--- src/rtl/memctl_pkg.sv ---
package memctl_pkg;

  // Where the registered read data comes from in the cycle after a read
  typedef enum logic [1:0] {
    SRC_NONE = 2'd0,
    SRC_ROM  = 2'd1,
    SRC_RAM  = 2'd2,
    SRC_IO   = 2'd3
  } rdSrc_e;

  // Decoded strobes passed from control to datapath
  typedef struct packed {
    logic romRd;
    logic ramRd;
    logic ramWr;
    logic bankRd;
    logic bankWr;
    logic gpioRd;
    logic gpioWr;
    logic scrHit;
  } memStrobe_t;

endpackage

--- src/rtl/memctl_ctrl.sv ---
module memctl_ctrl
  import memctl_pkg::*;
#(
  parameter int unsigned ADDR_W        = 16,
  parameter int unsigned SCR_BASE_WORD = 'h7F00,
  parameter int unsigned SCR_WORDS     = 54,
  parameter int unsigned BANK_WORD     = 'h7FFE,
  parameter int unsigned GPIO_WORD     = 'h7FFF
) (
  input  logic              clk,
  input  logic              rstN,
  input  logic              cpuRd,
  input  logic              cpuWr,
  input  logic              dmaReq,
  input  logic              dmaRd,
  input  logic              dmaWr,
  input  logic [ADDR_W-2:0] busWord,
  output logic              dmaGnt,
  output logic              cpuStall,
  output memStrobe_t        strb
);
  localparam int unsigned WORD_W = ADDR_W - 1;
  localparam logic [WORD_W-1:0] SCR_LO = WORD_W'(SCR_BASE_WORD);
  localparam logic [WORD_W-1:0] SCR_HI = WORD_W'(SCR_BASE_WORD + SCR_WORDS);
  localparam logic [WORD_W-1:0] BANK_A = WORD_W'(BANK_WORD);
  localparam logic [WORD_W-1:0] GPIO_A = WORD_W'(GPIO_WORD);

  logic gntQ;
  logic cpuBusy;
  logic accRd, accWr;
  logic hitBank, hitGpio, hitScr, inRamWin;

  // Ownership changes only between accesses
  assign cpuBusy = cpuRd | cpuWr;

  always_ff @(posedge clk) begin
    if (!rstN) gntQ <= 1'b0;
    else       gntQ <= dmaReq & (gntQ | ~cpuBusy);
  end

  assign dmaGnt   = gntQ;
  assign cpuStall = dmaReq | gntQ;

  // Strobes of the current owner; a write wins over a read
  assign accWr = gntQ ? dmaWr : cpuWr;
  assign accRd = (gntQ ? dmaRd : cpuRd) & ~accWr;

  assign inRamWin = busWord[WORD_W-1];
  assign hitBank  = (busWord == BANK_A);
  assign hitGpio  = (busWord == GPIO_A);
  assign hitScr   = (busWord >= SCR_LO) && (busWord < SCR_HI);

  always_comb begin
    strb        = '0;
    strb.romRd  = accRd & ~inRamWin;
    strb.ramRd  = accRd & inRamWin & ~hitBank & ~hitGpio;
    strb.bankRd = accRd & hitBank;
    strb.gpioRd = accRd & hitGpio;
    strb.ramWr  = accWr;
    strb.bankWr = accWr & hitBank;
    strb.gpioWr = accWr & hitGpio;
    strb.scrHit = accWr & hitScr;
  end

endmodule

--- src/rtl/memctl_dpath.sv ---
module memctl_dpath
  import memctl_pkg::*;
#(
  parameter int unsigned ADDR_W        = 16,
  parameter int unsigned DATA_W        = 16,
  parameter int unsigned SCR_BASE_WORD = 'h7F00,
  parameter int unsigned SCR_WORDS     = 54
) (
  input  logic                         clk,
  input  logic                         rstN,
  input  logic                         dmaGnt,
  input  memStrobe_t                   strb,
  input  logic [ADDR_W-1:0]            cpuAddr,
  input  logic [DATA_W-1:0]            cpuWdata,
  input  logic [ADDR_W-1:0]            dmaAddr,
  input  logic [DATA_W-1:0]            dmaWdata,
  output logic [ADDR_W-2:0]            busWord,
  output logic [DATA_W-1:0]            memRdata,
  output logic                         ramCs,
  output logic                         ramWe,
  output logic [ADDR_W-2:0]            ramAddr,
  output logic [DATA_W-1:0]            ramWdata,
  input  logic [DATA_W-1:0]            ramRdata,
  output logic                         romCs,
  output logic [ADDR_W-2:0]            romAddr,
  input  logic [DATA_W-1:0]            romRdata,
  output logic                         scrWe,
  output logic [$clog2(SCR_WORDS)-1:0] scrAddr,
  output logic [DATA_W-1:0]            scrWdata,
  input  logic [DATA_W-1:0]            gpioIn,
  output logic [DATA_W-1:0]            gpioOut
);
  localparam int unsigned WORD_W = ADDR_W - 1;
  localparam int unsigned WIN_W  = ADDR_W - 2;
  localparam int unsigned SCR_AW = $clog2(SCR_WORDS);

  logic [DATA_W-1:0] busData;
  logic              romBank, ramBank;
  logic [DATA_W-1:0] gpioQ;
  logic [DATA_W-1:0] ioData;
  rdSrc_e            rdSrc;
  logic              unusedLsb;

  // Word addressing: the byte-select bit carries no meaning
  assign unusedLsb = cpuAddr[0] ^ dmaAddr[0];

  assign busWord = dmaGnt ? dmaAddr[ADDR_W-1:1] : cpuAddr[ADDR_W-1:1];
  assign busData = dmaGnt ? dmaWdata : cpuWdata;

  // Device side
  assign ramCs    = strb.ramRd | strb.ramWr;
  assign ramWe    = strb.ramWr;
  assign ramAddr  = strb.ramWr ? busWord : {ramBank, busWord[WIN_W-1:0]};
  assign ramWdata = busData;
  assign romCs    = strb.romRd;
  assign romAddr  = {romBank, busWord[WIN_W-1:0]};

  // Screen mirror
  assign scrWe    = strb.scrHit;
  assign scrAddr  = SCR_AW'(busWord - WORD_W'(SCR_BASE_WORD));
  assign scrWdata = busData;

  // Bank and output registers
  always_ff @(posedge clk) begin
    if (!rstN) begin
      romBank <= 1'b0;
      ramBank <= 1'b0;
      gpioQ   <= '0;
    end else begin
      if (strb.bankWr) begin
        romBank <= busData[0];
        ramBank <= busData[1];
      end
      if (strb.gpioWr) gpioQ <= busData;
    end
  end

  assign gpioOut = gpioQ;

  // Read return path, aligned with the synchronous memories
  always_ff @(posedge clk) begin
    if (!rstN) begin
      rdSrc  <= SRC_NONE;
      ioData <= '0;
    end else begin
      if (strb.romRd)                      rdSrc <= SRC_ROM;
      else if (strb.ramRd)                 rdSrc <= SRC_RAM;
      else if (strb.bankRd | strb.gpioRd)  rdSrc <= SRC_IO;
      else                                 rdSrc <= SRC_NONE;
      if (strb.bankRd)      ioData <= {{(DATA_W-2){1'b0}}, ramBank, romBank};
      else if (strb.gpioRd) ioData <= gpioIn;
    end
  end

  always_comb begin
    unique case (rdSrc)
      SRC_ROM: memRdata = romRdata;
      SRC_RAM: memRdata = ramRdata;
      SRC_IO:  memRdata = ioData;
      default: memRdata = '0;
    endcase
  end

endmodule

--- src/rtl/memctl_top.sv ---
module memctl_top
  import memctl_pkg::*;
#(
  parameter int unsigned ADDR_W        = 16,
  parameter int unsigned DATA_W        = 16,
  parameter int unsigned SCR_BASE_WORD = 'h7F00,
  parameter int unsigned SCR_WORDS     = 54,
  parameter int unsigned BANK_WORD     = 'h7FFE,
  parameter int unsigned GPIO_WORD     = 'h7FFF
) (
  input  logic                         clk,
  input  logic                         rstN,
  input  logic [ADDR_W-1:0]            cpuAddr,
  input  logic                         cpuRd,
  input  logic                         cpuWr,
  input  logic [DATA_W-1:0]            cpuWdata,
  output logic                         cpuStall,
  input  logic                         dmaReq,
  output logic                         dmaGnt,
  input  logic [ADDR_W-1:0]            dmaAddr,
  input  logic                         dmaRd,
  input  logic                         dmaWr,
  input  logic [DATA_W-1:0]            dmaWdata,
  output logic [DATA_W-1:0]            memRdata,
  output logic                         ramCs,
  output logic                         ramWe,
  output logic [ADDR_W-2:0]            ramAddr,
  output logic [DATA_W-1:0]            ramWdata,
  input  logic [DATA_W-1:0]            ramRdata,
  output logic                         romCs,
  output logic [ADDR_W-2:0]            romAddr,
  input  logic [DATA_W-1:0]            romRdata,
  output logic                         scrWe,
  output logic [$clog2(SCR_WORDS)-1:0] scrAddr,
  output logic [DATA_W-1:0]            scrWdata,
  input  logic [DATA_W-1:0]            gpioIn,
  output logic [DATA_W-1:0]            gpioOut
);
  memStrobe_t        strb;
  logic [ADDR_W-2:0] busWord;

  memctl_ctrl #(
    .ADDR_W(ADDR_W), .SCR_BASE_WORD(SCR_BASE_WORD), .SCR_WORDS(SCR_WORDS),
    .BANK_WORD(BANK_WORD), .GPIO_WORD(GPIO_WORD)
  ) u_ctrl (
    .clk(clk), .rstN(rstN), .cpuRd(cpuRd), .cpuWr(cpuWr),
    .dmaReq(dmaReq), .dmaRd(dmaRd), .dmaWr(dmaWr), .busWord(busWord),
    .dmaGnt(dmaGnt), .cpuStall(cpuStall), .strb(strb)
  );

  memctl_dpath #(
    .ADDR_W(ADDR_W), .DATA_W(DATA_W),
    .SCR_BASE_WORD(SCR_BASE_WORD), .SCR_WORDS(SCR_WORDS)
  ) u_dpath (
    .clk(clk), .rstN(rstN), .dmaGnt(dmaGnt), .strb(strb),
    .cpuAddr(cpuAddr), .cpuWdata(cpuWdata), .dmaAddr(dmaAddr), .dmaWdata(dmaWdata),
    .busWord(busWord), .memRdata(memRdata),
    .ramCs(ramCs), .ramWe(ramWe), .ramAddr(ramAddr), .ramWdata(ramWdata), .ramRdata(ramRdata),
    .romCs(romCs), .romAddr(romAddr), .romRdata(romRdata),
    .scrWe(scrWe), .scrAddr(scrAddr), .scrWdata(scrWdata),
    .gpioIn(gpioIn), .gpioOut(gpioOut)
  );

endmodule

--- config.mk ---
export PLATFORM = sky130hd
export DESIGN_NAME = memctl_top
export DESIGN_NICKNAME = d
export VERILOG_FILES = /design/src/rtl/memctl_pkg.sv /design/src/rtl/memctl_ctrl.sv /design/src/rtl/memctl_dpath.sv /design/src/rtl/memctl_top.sv
export SDC_FILE = /design/constraint.sdc
export NUM_CORES = 1
export LEC_CHECK = 0
export CORE_ASPECT_RATIO = 1.75
export CORE_MARGIN = 4
export CORE_UTILIZATION = 30
export CTS_CLUSTER_DIAMETER = 40
export DETAILED_ROUTE_END_ITERATION = 10
export PLACE_DENSITY = 0.72
export SLEW_MARGIN = 10
export SYNTH_ARGS = -nofsm -noshare
export SYNTH_HDL_FRONTEND = slang
export SYNTH_HIERARCHICAL = 1
export SYNTH_SLANG_ARGS = --single-unit
--- constraint.sdc ---
create_clock -name clk -period 3 [get_ports clk]
set_input_delay 0.6 -clock clk [delete_from_list [all_inputs] [get_ports clk]]
set_output_delay 0.6 -clock clk [all_outputs]
set_load 0.05 [all_outputs]
# Word level (Yosys, flattened, before mapping)
# Index checks and enable logic that the tools add are counted.
# classes
bitwise,22
n_reduce_logical,4
eq_ne,5
div_mod_pow,0
shifts,0
multipliers,0
n_lt_le_gt_ge,2
n_mux,11
addsub,1
# ops
cell,n
$pmux 16 s3,1
$eq 15x15->1 const B,2
$mux 15,2
$mux 16,1
$ge 15x15->1 const B,1
$lt 15x15->1 const B,1
$and 1x1->1,11
$mux 2,4
$not 1->1,6
$sub 6x1->6 const B,1
$or 1x1->1,5
$eq 2x2->1 const B,2
$reduce_or 2->1,2
$mux 1,3
$eq 2x1->1 const B,1
$reduce_bool 2->1,1
$logic_and 1x1->1,1
# word_totals
rom_bits,0
latch_bits,0
in_bits,119
mem_count,0
mem_bits_rw,0
register_bits,37
wordCells,53

# Logic depth before layout (Yosys ltp)
# Gate-level depths: netlist of the first run.
# depth
depth_word,8
ltp_mapped,10

# By module
# Netlist of the first run, hierarchy kept.
# modules_own_cells
module,seq_area_each_um2,area_each_um2,instances,cells_each
memctl_dpath,720.7,2585.0,1,251
memctl_ctrl,20.0,183.9,1,27

# Worst setup path after synthesis of the first run
# Ideal clock, no wire load.
# synth_timing
path_type,register to register
start,register u_ctrl.gntQ (netlist: u_ctrl/dmaGnt)
end,register u_dpath.ioData[10]
synth_period_minus_slack_ps,2996
path_slack_ps,4
arrival_time_ps,2879
path_stages_with_launch,10
cell_sequence,dfxtp_1 > buf_6 > buf_6 > mux2_2 > nand3_1 > or3_1 > nor4_1 > nand2b_1 > buf_2 > nor2_1
# synth_lines
element,line,source
start: declaration,memctl_ctrl.sv:28,logic gntQ;
start signal: assignment,memctl_ctrl.sv:38,else gntQ <= dmaReq & (gntQ | ~cpuBusy);
end signal: assignment,memctl_dpath.sv:90,"if (strb.bankRd) ioData <= {{(DATA_W-2){1'b0}}, ramBank, romBank};"
end signal: assignment,memctl_dpath.sv:91,else if (strb.gpioRd) ioData <= gpioIn;
end: declaration,memctl_dpath.sv:40,logic [DATA_W-1:0] ioData;

==> results.yml, run 1 <==
clock_tree:
  path_clk_slew_ns: 0.05
  cts_tree: "built"
  clock_latency_ns: 0.28
  root_buffer: "clkbuf_16"
  h-tree-depth: 2
  cts-hold-fix-buffers: 0
  clkSinkCount: 37
  cts_buffers: 5
  clk_path_buf_depth: 2
drt:
  wl_per_cell_um: 16.5
  viasPerCell: 4.63
  drtIter0Drc: 65
  wl_um: 9530
  ant_nets: 0
  vias: 2670
  first_pass_iters: 4
  route.detailed.drc: 0
worst_setup_path:
  worstRegToRegCells: 8
  crit_arrival_ns: 2.31
  r2r-start: "u_ctrl/dmaGnt"
  r2r_end: "u_dpath/ioData[5]"
  crit_path_max_fanout: 3
  path_class: "input port to primary output"
  worstPathRequired_ns: 2.40
  crit_path_end_kind: "primary output"
  reg2reg_slack_ns: 0.56
  worst_setup_path_start_kind: "input port"
die:
  die_h_um: 135
  rows: 46
  core-area_mm2: 0.00904
  die_x_um: 80.6
  die_area_mm2: 0.0109
  initial_core_util: 0.306
  ios: 225
synthesis:
  synth-edff-count: 0
  synth_commonest_cells: "56 x buf_4, 37 x dfxtp_1, 27 x mux2_2"
  syn_avg_cell_area_um2: 9.96
  synth_top_area_share: 0.268
  synth_area_mm2: 0.00277
  ys_warn_count: 6
  yosysMostFrequentCell: "buf_4"
  synth.yosys.seq_area_share: 0.268
  synth.area.top_cells: "dfxtp_1 27%, buf_4 15%, mux2_4 11%, mux2_2 11%, mux2i_1 6.1%"
  syn_inst: 278
  synth_cell_types: 33
  synth_ff_type: "dfxtp_1"
  synth-seq-cells: 37
  syn_nets: 397
  synthArstFlopShare: 0
  synth_top_area_cell: "dfxtp_1"
sta:
  finalCriticalPeriod_ns: 2.91
  max_slew_margin: 0.518
  slew_viol_final: 0
  max_slew.worst_pin.slew_ns: 0.720
  holdWs_ns: 0.491
  finalHoldViolations: 0
  timing.final.crit_share: 0.970
  fmax_mhz: 344
  clock_skew_ns: 0.00466
  setup_violations: 0
  rsz0062_at_grt: "false"
run_status:
  outcome: "completed"
layout:
  area_growth_pct: 79.8
  diodes: 0
  fin_nets: 575
  layout-drive-gt1-share: 0.359
  fin_cells: 577
placed_design:
  port_buffers: 222
  gp_routability_congestion: 0.762
  hpwl_um: 8000
  dp.cells: 569
global_route:
  gr-usage-all-layers: 0.169
  antenna_found_initial: 0
  grt-ovfl-total: 0
  grt_pass1_wl_um: 14300
  grt_max_degree: 25
  grt_pass1_vias: 2875
pwr:
  vdd_drop_max_mv: 0.236
  leakage_nw: 2.00
  powerDensity_mw_per_mm2: 345
hold_path:
  hold_path_class: "flop to flop"
  min_path_cells: 2
  min_from: "u_dpath/ioData[15]"
  hold_end: "u_dpath/ioData[15]"
flow_run:
  maxCapViolations: 0
-- cell families (layout without fill, tap and decap cells) --
| group | Yosys count | in the layout | share of synthesized area |
|---|---|---|---|
| flops | 37 | 37 | 0.268 |
| buf+inv | 77 | 256 | 0.205 |
| simple gates | 40 | 40 | 0.0791 |
| mux | 65 | 65 | 0.285 |
| compound gates | 59 | 59 | 0.163 |
-- cells in the final DEF, fill, tap and decap left out, drive strengths merged, types with 5 or more instances in the layout --
master	instances
a21oi	5
a22o	16
buf	88
clkbuf	5
clkdlybuf4s50	155
dfxtp	37
inv	5
mux2	48
mux2i	17
nor2	18
o21ai	18
o21ba	15
-- power by group --
group | leakage [nW] | switching (W) | total [W] | internal, W
combinational | 1.63 | 0.000388 | 0.000717 | 0.000329
clock | 0.0696 | 0.000198 | 0.000502 | 0.000304
sequential | 0.299 | 0.00000725 | 0.000500 | 0.000492
total | 2.00 | 0.000593 | 0.00172 | 0.00113
-- area by class of cell --
cell class	instances	area [um^2]
Fill cell	830	4060
Timing Repair Buffer	243	2450
Multi-Input combinational cell	164	1470
Sequential cell	37	744
Tap cell	120	150
Clock buffer	5	125
Inverter	5	18.8
Clock inverter	3	17.5
-- worst max-delay path: stages --
cell and delay, ns:
clkdlybuf4s50_1 0.46, mux2_2 0.18, nand3_1 0.15, nor4_2 0.33
nor3b_1 0.11, or2_2 0.29, buf_4 0.19
-- worst max-delay path by stage --
stage	from	end	slack, ns	cells after the start
after global routing	dmaAddr[12]	ramCs	0.0002	7
final	dmaAddr[10]	ramCs	0.09	7
after detailed placement	cpuAddr[15]	ramCs	-0.003	7
after floorplan	u_ctrl/dmaGnt	u_dpath/ioData[10]	0.004	9
after CTS	u_ctrl/dmaGnt	ramWdata[5]	0.02	3
after global placement	cpuAddr[15]	ramCs	0.06	7
-- through the flow --
stage | TNS, ns | util | worst slack (ns) | area (um^2) | total power [W]
after CTS | 0 | 0.551 | 0.0177 | 4980 | 0.00174
after global routing | 0 | 0.551 | 0.000158 | 4980 | 0.00179
after floorplan | 0 | - | 0.00353 | 2770 | 0.000964
final | 0 | 0.551 | 0.0895 | 4980 | 0.00172
after global placement | 0 | 0.534 | 0.0614 | 4830 | 0.00122
after detailed placement | -0.00268 | 0.534 | -0.00268 | 4830 | 0.00123
-- layer usage --
metal  up-vias  global-route usage  wire length [um]
met4         0              0.0658               212
met1      1236               0.168              3310
li1       1286                   -                 -
met2       134               0.329              5300
met5         -                   0                 0
met3        14              0.0360               699
-- sequential cells by signal (all words and copies together) (netlist names) --
register and flops:
u_dpath/ioData 16, u_dpath/ramBank 1, u_dpath/gpioOut 16, u_dpath/rdSrc 2, u_dpath/romBank 1, u_ctrl/dmaGnt 1
-- repair_timing --
item / 4_1_cts / 5_1_grt
pin swaps: 0 / 0
resized for setup: 1 / 1
buffers inserted: 0 / 0
setup endpoints to repair: 1 / 8
Power figures use the tool's default switching activity.
==> run 2: changes to the inputs <==
clock period = 3.09 ns   (was 3 ns; I/O delays follow)
==> run 2 against run 1 <==
  * Critical path depth unchanged
  * Clock skew up 0.0012 ns
  * First-iteration DRC count down 38%
  * Die area unchanged
  * Global-route usage up 0.12 points
  * Cell area up 1.5%
  * Hold slack better by 0.0039 ns
  * Combinational power down 2%
  * Final cell count down 0.87%
  * Register-to-register slack worse by 0.11 ns
  * Core utilization up 0.80 points
  * Highest routed layer unchanged
==> results.yml, run 2 (synthesis results as in run 1) <==
placed_design:
  postPlaceCellArea_mm2: 0.00487
  pre_cts_ws_ns: -0.0257
  gp_routability_congestion: 0.788
  hpwl_um: 8070
  port_buffers: 222
worst_setup_path:
  crit_arrival_ns: 2.38
  path_class: "input port to primary output"
  crit_path_end_kind: "primary output"
  worst_setup_path_start_kind: "input port"
  crit_path_max_fanout: 2
  reg2reg_slack_ns: 0.45
  worstPathRequired_ns: 2.47
clock_tree:
  path_clk_slew_ns: 0.06
  cts_tree: "built"
  clk_path_buf_depth: 2
  h-tree-depth: 2
  root_buffer: "clkbuf_16"
  clock_latency_ns: 0.28
  clkSinkCount: 37
  cts_buffers: 5
sta:
  setup_violations: 0
  finalCriticalPeriod_ns: 3.00
  slew_viol_final: 0
  timing.final.crit_share: 0.972
  clock_skew_ns: 0.00586
  fmax_mhz: 333
  max_slew.worst_pin.slew_ns: 0.739
  rsz0062_at_grt: "false"
  max_slew_margin: 0.506
  finalHoldViolations: 0
  layout_setup_ws_ns: 0.0872
layout:
  layout_commonest_cell: "clkdlybuf4s50_1"
  stdcell_area_mm2: 0.00505
  area_growth_pct: 82.4
  diodes: 0
  final_cell_mix: "187 x clkdlybuf4s50_1, 36 x dfxtp_1, 32 x buf_4"
  layout-drive-gt1-share: 0.281
  fin_nets: 571
run_status:
  outcome: "completed"
drt:
  wl_um: 9640
  route.detailed.drc: 0
  drtIter0Drc: 40
  vias: 2655
  ant_nets: 0
  first_pass_iters: 4
  wl_per_cell_um: 16.9
  viasPerCell: 4.64
die:
  die_area_mm2: 0.0109
  core-area_mm2: 0.00904
  initial_core_util: 0.306
  ios: 225
  die_x_um: 80.6
  die_h_um: 135
  rows: 46
global_route:
  grt_pass1_wl_um: 14400
  gr-usage-all-layers: 0.171
  grt_max_degree: 25
  antenna_found_initial: 0
  grt_pass1_vias: 2925
  grt-ovfl-total: 0
pwr:
  powerDensity_mw_per_mm2: 330
  leakage_nw: 1.97
  vdd_drop_max_mv: 0.245
  p_total_w: 0.00167
hold_path:
  hold_path_class: "flop to flop"
flow_run:
  maxCapViolations: 0
## run 2: area by class of cell
cell class	instances	area, um^2
repair buffers	239	2510
multi-input cells	164	1490
clock inverters	1	8.76
fillers	821	3990
well taps	120	150
inverters	5	18.8
flip-flops and latches	37	744
clock buffers	6	129
## run 2: critical path: stages
cell and delay, ns:
clkdlybuf4s50_1 0.49, mux2_2 0.17, nand4_1 0.23, nor4_4 0.37, nor3b_2 0.10, or2_4 0.26, buf_8 0.15
## run 2: repair_timing
action                                  4_1_cts  5_1_grt
endpoints found under the setup margin        1        7
pin swaps                                     0        3
buffers inserted                              0        1
gates resized for setup                       1        7
endpoints found under the hold margin         0        0
hold buffers                                  0        0
## run 2: layer usage
metal	track usage	wire length (um)
met4	0.0686	228
met3	0.0414	790
met2	0.323	5320
met1	0.172	3310
met5	0	0
## run 2: where the power goes
group,leakage [nW],total [W],switching (W),internal (W)
Sequential,0.299,0.000486,0.00000754,0.000478
Clock,0.0669,0.000477,0.000182,0.000295
Combinational,1.60,0.000706,0.000377,0.000329
Total,1.97,0.00167,0.000566,0.00110
## run 2: through the flow
step	utilization	setup TNS [ns]	hold slack, ns	std cells
6_report	0.559	0	0.494	572
5_1_grt	0.559	0	0.535	572
4_1_cts	0.555	0	0.504	571
3_5_place_dp	0.539	-0.229	0.490	564
3_3_place_gp	0.539	0	0.473	564
2_1_floorplan	-	0	0.454	278
## run 2: path summary, 6_finish.rpt
check                    startpoint                  to  depth (start not counted)
hold / removal    u_dpath/ioData[9]   u_dpath/ioData[9]                          2
setup / recovery         cpuAddr[6]               ramCs                          7
hold reg to reg   u_dpath/ioData[9]   u_dpath/ioData[9]                          2
setup reg to reg      u_ctrl/dmaGnt  u_dpath/gpioOut[7]                          8
==> run 3: changes to the inputs <==
CORE_UTILIZATION = 33   (was 30)
PLACE_DENSITY = 0.92   (was 0.72)
==> run 3 against run 2 <==
  * Clock-buffer cell count is 1 higher
  * Global-route usage rose by 1.1 points
  * First-iteration DRC count is 83% higher
  * Setup slack gained 0.076 ns
  * Sequential share of layout area grew 0.075 points
  * Non-clock buffer count shrank 2
  * Highest routed layer unchanged
  * Register-to-register slack improved by 0.13 ns
  * Cell area fell by 0.84%
  * Sequential power hardly changed
  * Largest power group unchanged
  * Combinational power fell by 0.6%
  * Sequential cell count did not move
  * Final cell count down 5.1%
==> results.yml, run 3 (synthesis results as in run 1) <==
sta:
  holdWs_ns: 0.495
  fmax_mhz: 342
  setup_violations: 0
  max_slew_margin: 0.501
  max_slew.worst_pin.slew_ns: 0.746
  timing.final.crit_share: 0.947
  rsz0062_at_grt: "false"
  clock_skew_ns: 0.00695
  finalHoldViolations: 0
  fin_setup_tns_ns: 0
  finalCriticalPeriod_ns: 2.93
  slew_viol_final: 0
clock_tree:
  cts-hold-fix-buffers: 0
  cts_tree: "built"
  root_buffer: "clkbuf_16"
  cts_resized: 0
  cts_buffers: 5
  path_clk_slew_ns: 0.05
  clock_latency_ns: 0.28
  clk_path_buf_depth: 2
  postCtsSetupBuffers: 0
  h-tree-depth: 2
  clkSinkCount: 37
worst_setup_path:
  cp_top_family: "simple AND/OR/NAND/NOR gates"
  path_class: "input port to primary output"
  worstPathRequired_ns: 2.47
  cp_slowest_stage_delay_ns: 0.46
  crit_path_max_fanout: 4
  critPathBufInv: 2
  crit_path_end_kind: "primary output"
  crit_arrival_ns: 2.31
  cp_slowest_cell: "clkdlybuf4s50_1"
  worst_setup_path_start_kind: "input port"
  crit_path_cell_trace: "clkdlybuf4s50_1 -> mux2_2 -> nand4_1 -> nor4_2 -> nor3b_1 -> or2_2 -> buf_4"
drt:
  ant_nets: 0
  vias: 2673
  first_pass_iters: 4
  wl_um: 9410
  drtIter0Drc: 73
  wl_per_cell_um: 17.3
  route.detailed.drc: 0
  viasPerCell: 4.92
die:
  die_area_mm2: 0.00998
  rows: 44
  initial_core_util: 0.335
  die_x_um: 77.2
  ios: 225
  core-area_mm2: 0.00826
  die_h_um: 129
run_status:
  outcome: "completed"
global_route:
  grt_max_degree: 28
  grt_pass1_vias: 2900
  grt_pass1_wl_um: 14500
  antenna_found_initial: 0
  gr-usage-all-layers: 0.182
  grt-ovfl-total: 0
layout:
  fin_nets: 569
  diodes: 0
  final_cell_mix: "188 x clkdlybuf4s50_1, 36 x dfxtp_1, 30 x buf_4"
  nFillCells: 678
  stdcell_area_mm2: 0.00501
  layout-drive-gt1-share: 0.275
  layout_commonest_cell: "clkdlybuf4s50_1"
  area_growth_pct: 80.9
flow_run:
  maxCapViolations: 0
placed_design:
  gp_routability_congestion: 0.781
  port_buffers: 222
  postPlaceCellArea_mm2: 0.00483
  hpwl_um: 7940
pwr:
  vdd_drop_max_mv: 0.203
  leakage_nw: 1.96
  powerDensity_mw_per_mm2: 353
hold_path:
  hold_path_class: "flop to flop"
[run 3: through the flow]
stage / setup WS, ns / power, W / cells / utilization
2_1_floorplan: 0.0935 / 0.000936 / 278 / -
3_3_place_gp: 0.114 / 0.00119 / 535 / 0.585
3_5_place_dp: 0.0531 / 0.00120 / 535 / 0.585
4_1_cts: 0.0459 / 0.00179 / 543 / 0.606
5_1_grt: 0.0506 / 0.00183 / 543 / 0.607
6_report: 0.163 / 0.00177 / 543 / 0.607
[run 3: layout make-up]
type	instances	area, um^2	share of cell area
Timing Repair Buffer	237	2490	0.497
Multi-Input combinational cell	164	1470	0.294
Inverter	5	18.8	0.00375
Clock inverter	1	30.0	0.00600
Tap cell	92	115	0.0230
Clock buffer	7	143	0.0285
Sequential cell	37	742	0.148
[run 3: worst paths after layout]
path | start | endpoint | slack (ns) | cells after the start
worst max register to register | u_ctrl/dmaGnt | u_dpath/ioData[13] | 0.58 | 9
worst min-delay path | u_dpath/ioData[12] | u_dpath/ioData[12] | 0.49 | 2
worst max-delay path | cpuAddr[15] | ramCs | 0.16 | 7
worst min register to register | u_dpath/ioData[12] | u_dpath/ioData[12] | 0.49 | 2
[run 3: metal layers]
metal	up-vias	share of wire	global-route usage
li1	1273	-	-
met1	1231	0.35	0.183
met2	158	0.55	0.349
met3	11	0.085	0.0542
met4	0	0.021	0.0650
met5	-	0	0
[run 3: where the power goes]
group / switching [W] / total (W) / internal [W] / leakage, nW
clock network: 0.000179 / 0.000582 / 0.000403 / 0.0841
logic: 0.000378 / 0.000702 / 0.000323 / 1.57
registers: 0.00000445 / 0.000483 / 0.000479 / 0.299
total: 0.000562 / 0.00177 / 0.00120 / 1.96
[run 3: tightest hold or removal path, delay by kind of cell, from the launching register on]
kind,cells,cell delay (ns)
flip-flops,1,0.32
multiplexers,1,0.06
AND/OR/NAND/NOR,1,0.07
